==> src/rtl/oep_pkg.sv <==
package oep_pkg;
   typedef enum logic [1:0] {
      HS_NONE = 2'b00,
      HS_ACK  = 2'b01,
      HS_NAK  = 2'b10
   } hs_e;
endpackage

==> src/rtl/oep_fifo.sv <==
module oep_fifo #(
   parameter int DEPTH = 64,
   parameter int WIDTH = 8
) (
   input  logic                         clk,
   input  logic                         rst_n,
   input  logic                         flush,
   input  logic                         wr,
   input  logic [WIDTH-1:0]             wdata,
   input  logic                         rd,
   output logic [WIDTH-1:0]             rdata,
   output logic [$clog2(DEPTH+1)-1:0]   count,
   output logic                         full,
   output logic                         empty
);
   localparam int AW = (DEPTH > 1) ? $clog2(DEPTH) : 1;
   localparam int CW = $clog2(DEPTH+1);

   initial assert (DEPTH >= 2) else $error("oep_fifo: DEPTH must be at least 2");

   logic [WIDTH-1:0] mem [DEPTH];
   logic [AW-1:0]    wptr, rptr, wnext, rnext;
   logic             do_wr, do_rd;

   assign full  = (count == CW'(DEPTH));
   assign empty = (count == '0);
   assign do_wr = wr & ~full;
   assign do_rd = rd & ~empty;
   assign rdata = mem[rptr];

   generate
      if ((DEPTH & (DEPTH - 1)) == 0) begin : g_pow2
         assign wnext = wptr + 1'b1;
         assign rnext = rptr + 1'b1;
      end else begin : g_wrap
         assign wnext = (wptr == AW'(DEPTH - 1)) ? '0 : wptr + 1'b1;
         assign rnext = (rptr == AW'(DEPTH - 1)) ? '0 : rptr + 1'b1;
      end
   endgenerate

   always_ff @(posedge clk) begin
      if (do_wr && !flush) mem[wptr] <= wdata;
   end

   always_ff @(posedge clk or negedge rst_n) begin
      if (!rst_n) begin
         wptr  <= '0;
         rptr  <= '0;
         count <= '0;
      end else if (flush) begin
         wptr  <= '0;
         rptr  <= '0;
         count <= '0;
      end else begin
         if (do_wr) wptr <= wnext;
         if (do_rd) rptr <= rnext;
         count <= count + CW'(do_wr) - CW'(do_rd);
      end
   end
endmodule

==> src/rtl/oep_txn.sv <==
module oep_txn
   import oep_pkg::*;
(
   input  logic clk,
   input  logic rst_n,
   input  logic pkt_token,
   input  logic pkt_valid,
   input  logic pkt_eop,
   input  logic pkt_crc_ok,
   input  logic en,
   input  logic fifo_full,
   output logic fifo_wr,
   output logic fifo_flush,
   output logic ack_evt,
   output logic hs_valid,
   output hs_e  hs_code
);
   logic active, acc_q, ovf_q, eop_evt;

   assign eop_evt    = active & pkt_eop & ~pkt_token;
   assign ack_evt    = eop_evt & acc_q & pkt_crc_ok & ~ovf_q;
   assign fifo_wr    = active & acc_q & pkt_valid & ~pkt_eop & ~pkt_token;
   assign fifo_flush = (pkt_token & en) | (eop_evt & acc_q & ~ack_evt);

   always_ff @(posedge clk or negedge rst_n) begin
      if (!rst_n) begin
         active   <= 1'b0;
         acc_q    <= 1'b0;
         ovf_q    <= 1'b0;
         hs_valid <= 1'b0;
         hs_code  <= HS_NONE;
      end else begin
         hs_valid <= 1'b0;
         hs_code  <= HS_NONE;
         if (pkt_token) begin
            active <= 1'b1;
            acc_q  <= en;
            ovf_q  <= 1'b0;
         end else if (eop_evt) begin
            active   <= 1'b0;
            hs_valid <= 1'b1;
            if (ack_evt)
               hs_code <= HS_ACK;
            else if (!acc_q && pkt_crc_ok)
               hs_code <= HS_NAK;
         end else if (fifo_wr && fifo_full) begin
            ovf_q <= 1'b1;
         end
      end
   end
endmodule

==> src/rtl/oep_flags.sv <==
module oep_flags (
   input  logic clk,
   input  logic rst_n,
   input  logic set_en,
   input  logic ack_evt,
   input  logic irq_clr,
   input  logic stat_clr,
   output logic en,
   output logic irq,
   output logic ack_flag
);
   always_ff @(posedge clk or negedge rst_n) begin
      if (!rst_n) begin
         en       <= 1'b0;
         irq      <= 1'b0;
         ack_flag <= 1'b0;
      end else begin
         if (ack_evt)     en <= 1'b0;
         else if (set_en) en <= 1'b1;
         if (ack_evt)      irq <= 1'b1;
         else if (irq_clr) irq <= 1'b0;
         if (ack_evt)       ack_flag <= 1'b1;
         else if (stat_clr) ack_flag <= 1'b0;
      end
   end
endmodule

==> src/rtl/usb_out_rx.sv <==
module usb_out_rx
   import oep_pkg::*;
#(
   parameter int DEPTH = 64,
   parameter int DW    = 8
) (
   input  logic                        clk,
   input  logic                        rst_n,
   input  logic                        pkt_token,
   input  logic                        pkt_valid,
   input  logic [DW-1:0]               pkt_byte,
   input  logic                        pkt_eop,
   input  logic                        pkt_crc_ok,
   output logic                        hs_valid,
   output logic [1:0]                  hs_code,
   input  logic                        sw_set_en,
   input  logic                        sw_rd,
   input  logic                        irq_clr,
   input  logic                        stat_clr,
   output logic [DW-1:0]               rd_data,
   output logic [$clog2(DEPTH+1)-1:0]  rx_count,
   output logic                        fifo_empty,
   output logic                        ep_en,
   output logic                        ack_flag,
   output logic                        irq
);
   initial assert (DW >= 1) else $error("usb_out_rx: DW must be positive");

   logic fifo_wr, fifo_flush, fifo_full, ack_evt;
   hs_e  hs_code_e;

   assign hs_code = hs_code_e;

   oep_txn u_txn (
      .clk        (clk),
      .rst_n      (rst_n),
      .pkt_token  (pkt_token),
      .pkt_valid  (pkt_valid),
      .pkt_eop    (pkt_eop),
      .pkt_crc_ok (pkt_crc_ok),
      .en         (ep_en),
      .fifo_full  (fifo_full),
      .fifo_wr    (fifo_wr),
      .fifo_flush (fifo_flush),
      .ack_evt    (ack_evt),
      .hs_valid   (hs_valid),
      .hs_code    (hs_code_e)
   );

   oep_fifo #(.DEPTH(DEPTH), .WIDTH(DW)) u_fifo (
      .clk   (clk),
      .rst_n (rst_n),
      .flush (fifo_flush),
      .wr    (fifo_wr),
      .wdata (pkt_byte),
      .rd    (sw_rd),
      .rdata (rd_data),
      .count (rx_count),
      .full  (fifo_full),
      .empty (fifo_empty)
   );

   oep_flags u_flags (
      .clk      (clk),
      .rst_n    (rst_n),
      .set_en   (sw_set_en),
      .ack_evt  (ack_evt),
      .irq_clr  (irq_clr),
      .stat_clr (stat_clr),
      .en       (ep_en),
      .irq      (irq),
      .ack_flag (ack_flag)
   );
endmodule

==> config.mk <==
export PLATFORM = sky130hd
export DESIGN_NAME = usb_out_rx
export DESIGN_NICKNAME = d
export VERILOG_FILES = /design/src/rtl/oep_pkg.sv /design/src/rtl/oep_fifo.sv /design/src/rtl/oep_txn.sv /design/src/rtl/oep_flags.sv /design/src/rtl/usb_out_rx.sv
export SDC_FILE = /design/constraint.sdc
export NUM_CORES = 1
export LEC_CHECK = 0
export BUFFER_PORTS_ARGS = -buffer_cell sky130_fd_sc_hd__clkbuf_2
export CAP_MARGIN = 15
export CORE_ASPECT_RATIO = 1.1
export CORE_MARGIN = 2
export CORE_UTILIZATION = 49
export CTS_BUF_LIST = sky130_fd_sc_hd__clkbuf_4
export DETAILED_ROUTE_END_ITERATION = 10
export PLACE_DENSITY_LB_ADDON = 0.08
export SLEW_MARGIN = 10
export SYNTH_ARGS = -nofsm -noshare
export SYNTH_HDL_FRONTEND = slang
export SYNTH_HIERARCHICAL = 1
export SYNTH_SLANG_ARGS = --single-unit
==> constraint.sdc <==
create_clock -name clk -period 3.5 [get_ports clk]
set_input_delay 0.525 -clock clk [delete_from_list [all_inputs] [get_ports clk]]
set_output_delay 0.525 -clock clk [all_outputs]
set_load 0.005 [all_outputs]
# ---- Word level (Yosys, flattened, before mapping)
# Memory sizes are Yosys's and may differ from the RTL's.
# Cells that the tools add are included.
dict set report totals {
  ff_bits 28
  out_inout_bits 22
  word_cells 76
  input_bits 18
  memories 1
  ramBits 512
}
# memory words width rd rd_ports_with_merged_regs write_ports line_no
set memory_table {}
lappend memory_table {u_fifo.mem 64 8 1 0 1 oep_fifo.sv:21} ;# logic [WIDTH-1:0] mem [DEPTH];
dict set report classes {
  n_addsub 4
  muxes 24
  reduce_logical 14
  eq_ne 2
  n_bitwise 20
}
# cell n
set op_table {}
lappend op_table {{$mux 6} 4}
lappend op_table {{$mux 1} 15}
lappend op_table {{$reduce_bool 2->1} 7}
lappend op_table {{$and 1x1->1} 13}
lappend op_table {{$add 6x1->6 const B} 2}
lappend op_table {{$mux 2} 4}
lappend op_table {{$add 7x1->7} 1}
lappend op_table {{$eq 7x7->1 const B} 1}
lappend op_table {{$logic_not 7->1} 1}
lappend op_table {{$mux 7} 1}
lappend op_table {{$sub 7x1->7} 1}
lappend op_table {{$not 1->1} 6}
lappend op_table {{$logic_and 1x1->1} 3}
lappend op_table {{$logic_not 1->1} 2}
lappend op_table {{$ne 2x2->1 const B} 1}
lappend op_table {{$reduce_and 2->1} 1}
lappend op_table {{$or 1x1->1} 1}

# ---- Longest topological paths before layout
# Gate-level depths: netlist of the first run.
dict set report depth {
  ltp_word 12
  mapped_depth 18
  mapped_depth_nobuf 17
}

# ---- Hierarchy
# The synthesis of the first run kept the hierarchy.
# module instances area_each_um2 cells_per_inst seq_area_each_um2
set by_module_without_submodules {}
lappend by_module_without_submodules {oep_fifo 1 21021.4 1082 15850.2}
lappend by_module_without_submodules {oep_txn 1 260.2 22 150.1}
lappend by_module_without_submodules {oep_flags 1 105.1 9 75.1}

# ---- Worst setup path before layout of the first run
# OpenSTA, ideal clock, no wires.
dict set report synth_timing {
  path_kind {register to register}
  start {register u_fifo.count[2]}
  end {register u_fifo.count[6]}
  setup_slack_ns 0.408
  setup_time_ns 0.136
  stages_incl_launch_ff 18
  t_arrival_ns 2.956
  path_cell_list {dfrtp_1 > inv_1 > ha_1 > nor4bb_1 > nor2b_1 > nor2b_1 > clkbuf_1 > ha_1 > inv_1 > ha_1 > inv_1 > fa_1 > nand2b_1 > a21oi_1 > o21ai_0 > a21oi_1 > or3_1 > a21oi_1}
}
# item line_no
set synth_lines {}
lappend synth_lines {{start: declaration} oep_fifo.sv:12} ;# output logic [$clog2(DEPTH+1)-1:0] count,
lappend synth_lines {{start signal: assignment} oep_fifo.sv:57} ;# count <= count + CW'(do_wr) - CW'(do_rd);
lappend synth_lines {{$logic_not 7->1} oep_fifo.sv:26} ;# assign empty = (count == '0);
lappend synth_lines {{net fifo_empty} usb_out_rx.sv:22} ;# output logic fifo_empty,
lappend synth_lines {{$not 1->1} oep_fifo.sv:28} ;# assign do_rd = rd & ~empty;
lappend synth_lines {{$and 1x1->1} oep_fifo.sv:28}
lappend synth_lines {{$sub 7x1->7} oep_fifo.sv:57}
lappend synth_lines {{$mux 7} oep_fifo.sv:50} ;# end else if (flush) begin
# The timed path passes the listed nets, and every way through them passes these cells.
# A chain may end at the register's enable or synchronous reset.

# ---- Worst setup path in the final report of the first run
dict set report layout_timing {
  start {register u_fifo.rptr[0]}
  end {output rd_data[1]}
}
dict set report layout_via {
  elab_chain_len 1
}
# item line_no
set layout_lines {}
lappend layout_lines {{start: declaration} oep_fifo.sv:22} ;# logic [AW-1:0] wptr, rptr, wnext, rnext;
lappend layout_lines {{start signal: assignment} oep_fifo.sv:56} ;# if (do_rd) rptr <= rnext;
lappend layout_lines {{$mem_v2 64x8} -}
lappend layout_lines {{end: declaration} usb_out_rx.sv:20} ;# output logic [DW-1:0] rd_data,
# Every way passes these cells.

==> results.md, run 1 <==
* Pre-antenna DRT Iters at 7
* Pre-CTS setup slack at 299 ps
* Placed cell area at 23100 sq um
* Core area at 43200 sq um
* Num rows at 80
* Outcome: finished with violations
* H-tree levels at 4
* Worst Path Max Fanout at 5
* Failing checks: setup timing
* Die ar. at 45300 sq um
* Max Buffers Root-to-Sink at 3
* Fin Hold WS at 211 ps
* Yosys warns at 6
* Syn_nets at 1143
* Worst Skew at 32.0 ps
* Critical Path Start: u_fifo/rptr[0]
* DRT iter0 DRCs at 926
* Synthesized cell area at 21400 sq um
* Most common library cells after synthesis: edfxtp_1, nor2_1, mux2i_1
* IO Count at 40
* Yosys reg bits at 540
* DRC violations left at 0
* Vias in the first global route at 12200
* Initial Util at 0.495
* Clk root buf: clkbuf_4
* Max transition margin at 0.294
* DR WL/cell at 24.9 um
* CP required at 2970 ps
* Tightest Hold Check Type: primary input to flop
* Reg2reg start: u_fifo/count[2]
* Synth area leaders: edfxtp_1, mux4_2, mux2i_1
* Final instance area at 25800 sq um
* Critical path class: flop to primary output
* Lkg Pwr at 8.62 nW
* TNS Setup at -603 ps
* Max Cap Viol at 0
* Post-synthesis sequential area ratio at 0.752
* Critical Path Max Stage Delay at 530 ps
* Top-count cell post-synth: edfxtp_1
* Yosys top cell area share at 0.719
* Total Wirelength at 51.3 mm
* Worst Hold Launch: pkt_byte[5]
* F_max at 277 MHz
* Die height at 223 um
* Fin. Hold Viols at 0
* Post-DP HPWL at 32.2 mm
* Async S/R FF share, synth at 0.0519
* RSZ-0062 raised after global routing: true
* Final setup viols at 8
* Num CTS Buffers at 136
* Synth-to-layout area growth at 20.5%
* Slowest-stage cell, CP: dfrtp_4
* Synth Instances at 1113
* Clock-pin slew on the worst setup and hold paths at 70 ps
* Slew Limit Fails at 0
* Layout cells sized above 1 at 0.388
* # nets final at 1429
* Cell Pwr Density at 618 nW/um^2
* Antenna-violating nets left at 0
* Library cells used by synthesis at 48
* Total power draw at 0.0159 W
* Largest net degree at the start of global routing at 51
* Arrival @ worst endpoint at 3090 ps
* Period utilisation layout at 1.03
* Final worst setup slack at -112 ps
* Die X at 203 um
* CP Capture Type: primary output
* Clock latency on the worst-skew pair at 840 ps
* CP Launch Type: flop
* Gr usage total at 0.234
* Initial antenna violation count at 1
* Synth Area per Inst at 19.2 sq um
* Slew @ Worst Pin at 1060 ps
* Min Tclk post-route at 3610 ps
* GP Congestion at 0.801
* Via-per-instance ratio at 5.69
* Number of port buffers at 39
* Post-synth EDFFs at 512
* CTS tree: built
* Chain of cells forming the critical path: buf_12, buf_8, mux4_2, a2111oi_4, a22oi_1, buf_4, o211a_1, buf_2
* Post-synth top flop: edfxtp_1
* CTS sink cnt at 540
* GRT overflow at 0
* Worst VDD drop at 0.000410 V
* Yosys top cell by area: edfxtp_1
* Crit path max-delay family: compound AO/OA/AOI/OAI gates
* First-pass GRT wire length at 77.1 mm
* Crit path buf inv count at 4
* Fillers at 3295
* Vias at 11700
placed cells by master (no fill, tap or decap), types with 8 or more instances in the layout:
cell and count:
nor2_1 94, xor2_1 9, o21ai_0 13, o22ai_1 13
dfrtp_1 24, dlygate4sd3_1 12, clkbuf_4 204, clkinv_1 15
inv_1 15, buf_4 136, buf_12 9, mux2i_1 85
o221ai_1 8, clkbuf_2 38, a211oi_2 12, edfxtp_1 512
nand2_1 17, ha_1 11, mux4_2 90, nor2b_1 8
a22oi_1 10
where the power goes:
| part | internal (W) | leakage (nW) | total (W) | switching [W] |
|---|---|---|---|---|
| Clock | 0.00300 | 1.04 | 0.00535 | 0.00235 |
| Sequential | 0.00713 | 4.96 | 0.00720 | 0.0000762 |
| Combinational | 0.00172 | 2.62 | 0.00337 | 0.00166 |
| Total | 0.0118 | 8.62 | 0.0159 | 0.00408 |
logic make-up (layout without fill, tap and decap cells):
family                     Yosys count  after routing  synth area share
adders and majority gates           12             12           0.00737
and+or+nand+nor                    166            166            0.0355
other                                0              1                 0
muxes                              190            190             0.142
buffers and inverters               75            448            0.0184
DFF                                540            540             0.752
xor gates and xnor gates            13             13           0.00532
AOI/OAI and AO/OA                  117            117            0.0397
metal layers:
metal  wire length [um]  share of wire  GRT usage  vias up
met5                  0              0          0        -
met4               1540          0.030     0.0987        0
met3               2890          0.056     0.0456       95
met2              24700           0.48      0.370      374
met1              22100           0.43      0.322     6112
li1                   -              -          -     5151
area by class of cell:
| class | count | area (sq um) | area share |
|---|---|---|---|
| diodes | 1 | 2.50 | 0.0000971 |
| clock buffers | 204 | 1530 | 0.0594 |
| clock inverters | 21 | 210 | 0.00816 |
| inverters | 15 | 56.3 | 0.00219 |
| multi-input cells | 498 | 5400 | 0.209 |
| flip-flops and latches | 540 | 16100 | 0.624 |
| well taps | 574 | 718 | 0.0279 |
| repair buffers | 208 | 1770 | 0.0686 |
state kept, by name, summed over array words and instances, names as in the netlist:
| name | count |
|---|---|
| u_txn/hs_valid | 1 |
| u_txn/hs_code | 2 |
| u_fifo/mem | 512 |
| u_txn/ovf_q | 1 |
| u_flags/irq | 1 |
| u_fifo/rptr | 6 |
| u_fifo/wptr | 6 |
| u_flags/en | 1 |
| u_flags/ack_flag | 1 |
| u_fifo/count | 7 |
| u_txn/active | 1 |
| u_txn/acc_q | 1 |
repair_timing:
action                                  in CTS  in global routing
pin swaps                                   19                 10
cloned                                       3                  0
setup buffers                               15                  9
hold endpoints to repair                    37                  0
endpoints found under the setup margin       8                  8
hold buffers                                12                  0
gates resized for setup                     92                 18
path summary, 6_finish.rpt:
path | endpoint | slack, ps | cells past startpoint
worst max-delay path | rd_data[1] | -110 | 8
worst min-delay path | u_fifo/mem[16][5] | 210 | 1
worst max register to register | u_fifo/count[6] | 340 | 17
worst min register to register | u_flags/irq | 490 | 1
max in group asynchronous | u_fifo/rptr[1] | 2640 | 2
min in group asynchronous | u_txn/hs_code[1] | 290 | 2
stage by stage:
stage / instances / util
6_report: 2061 / 0.596
5_1_grt: 2061 / 0.596
4_1_cts: 2052 / 0.592
3_5_place_dp: 1797 / 0.533
3_3_place_gp: 1797 / 0.533
2_1_floorplan: 1113 / -
(Power assumes the default switching activity.)
==> run 2, diff against run 1 <==
SETUP_SLACK_MARGIN = 0.5   (was unset)
==> run 2 against run 1 <==
  * The run still ends with setup timing left
  * Non-clock buffer count fell by 21
  * Utilization rose by 0.10 points
  * Worst hold slack improved by 80 ps
  * Via count fell by 0.87%
  * Die area did not move
  * Final cell count fell by 0.39%
  * Final area rose by 0.17%
  * Largest cell class unchanged
  * Highest routed layer unchanged
==> results.md, run 2 (same netlist as run 1, synthesis figures left out) <==
* Outcome: finished with violations
* Failing checks: setup timing
* Via-per-instance ratio at 5.66
* Layout cells sized above 1 at 0.389
* RSZ-0062 raised after global routing: true
* IO Count at 40
* Worst Path Max Fanout at 25
* CP required at 2970 ps
* Initial antenna violation count at 1
* Seq pwr share at 0.446
* Final setup viols at 8
* Post-route insts no fill at 2053
* Final worst setup slack at -146 ps
* Vias in the first global route at 12000
* Number of port buffers at 39
* Clock share of power at 0.341
* Slew Limit Fails at 0
* Int Power at 0.0120 W
* Commonest non-fill, non-tap cell in the layout: edfxtp_1
* Largest net degree at the start of global routing at 54
* Num rows at 80
* M2 GR Usage at 0.373
* Lkg Pwr at 8.57 nW
* Worst VDD drop at 0.000477 V
* Min Tclk post-route at 3650 ps
* Clock latency on the worst-skew pair at 860 ps
* F_max at 274 MHz
* First-pass GRT wire length at 75.7 mm
* Core area at 43200 sq um
* TNS Setup at -889 ps
* GR peak layer: met2
* Total power draw at 0.0162 W
* Arrival @ worst endpoint at 3120 ps
* Pre-antenna DRT Iters at 5
* Reg2Reg Setup Slack at 630 ps
* Cell Pwr Density at 626 nW/um^2
* Tightest Hold Check Type: primary input to asynchronous set/reset pin
* Synth-to-layout area growth at 20.7%
* GRT met1 Usage at 0.318
* H-tree levels at 4
* Max Buffers Root-to-Sink at 3
* Antenna-violating nets left at 0
* DRT iter0 DRCs at 938
* Num CTS Buffers at 139
* Slew @ Worst Pin at 1150 ps
* Crit path max-delay family: compound AO/OA/AOI/OAI gates
* Max Cap Viol at 0
* # nets final at 1411
* Period utilisation layout at 1.04
* Die height at 223 um
* Gr usage total at 0.233
* CP Launch Type: flop
* Largest register FFs at 512
* Worst Skew at 38.6 ps
* Die ar. at 45300 sq um
* DRC violations left at 0
* CTS tree: built
* Initial Util at 0.495
* Sw Pwr at 0.00421 W
* FF/Latch Area at 16100 sq um
* Chain of cells forming the critical path: buf_12, mux4_2, a21oi_1, a22oi_2, o211a_1, clkbuf_2
* Clk root buf: clkbuf_4
* Total Wirelength at 51.2 mm
* Die X at 203 um
* CTS sink cnt at 540
* Fillers at 3333
* GRT overflow at 0
* GR Util met3 at 0.0475
* Slowest-stage cell, CP: mux4_2
* GP Congestion at 0.785
* Most frequent cells in the layout: edfxtp_1, clkbuf_4, buf_4
* Critical path class: flop to primary output
* Gate power share at 0.213
* DR WL/cell at 24.9 um
* Post-DP HPWL at 30.7 mm
* Net Sw Frac at 0.260
* Footprint of the multi-input gates at 5510 sq um
* Fin. Hold Viols at 0
* Crit path buf inv count at 2
* Max transition margin at 0.236
* Largest register by flop count: u_fifo/mem
* Vias at 11600
* Clock-pin slew on the worst setup and hold paths at 70 ps
* Critical Path Max Stage Delay at 590 ps
* Post-Place Cells at 1775
* Biggest regs: u_fifo/mem x512, u_fifo/count x7
* CP Capture Type: primary output
run 2: power by group through the flow:
| stage | Combinational [W] | Clock, W | Sequential (W) |
|---|---|---|---|
| after floorplan | 0.00193 | 0 | 0.00730 |
| after global placement | 0.00271 | 0 | 0.00736 |
| after detailed placement | 0.00269 | 0 | 0.00736 |
| after CTS | 0.00326 | 0.00568 | 0.00720 |
| after global routing | 0.00368 | 0.00601 | 0.00721 |
| final | 0.00344 | 0.00552 | 0.00721 |
run 2: cell type report:
class / instances / share of cell area
antenna: 1 / 0.0000970
clock buffer: 197 / 0.0573
clock inverter: 41 / 0.0135
inverter: 15 / 0.00218
multi-input combinational: 498 / 0.214
sequential: 540 / 0.623
tap: 574 / 0.0278
timing repair buffer: 187 / 0.0623
run 2: final timing paths:
path | from | endpoint | cells past startpoint
worst max-delay path | u_fifo/rptr[0] | rd_data[0] | 6
worst min-delay path | rst_n | u_fifo/rptr[1] | 2
worst max register to register | u_fifo/count[5] | u_fifo/count[6] | 18
worst min register to register | u_flags/ack_flag | u_flags/ack_flag | 1
max in group asynchronous | rst_n | u_fifo/rptr[0] | 2
min in group clk | sw_rd | u_fifo/rptr[0] | 5
run 2: what timing repair did:
item,CTS,global route
hold endpoints to repair,37,0
gates resized for setup,102,36
gates cloned,3,2
endpoints found under the setup margin,9,282
setup buffers,16,7
hold buffers,11,0
pin swaps,17,15
run 2: layer usage:
metal / vias to the layer above / part of all wire
met5: - / 0
met4: 0 / 0.022
met3: 67 / 0.056
met2: 358 / 0.50
met1: 6068 / 0.42
li1: 5137 / -
run 2: metrics by stage:
stage                     instance area, sq um  setup WS, ps   util  hold WS [ps]
final                                    25800          -146  0.597           291
after detailed placement                 22800           303  0.528           486
after global placement                   22800           215  0.528           464
after floorplan                          21400           510      -           229
after CTS                                25500          -201  0.591           204
after global routing                     25800          -251  0.597           282
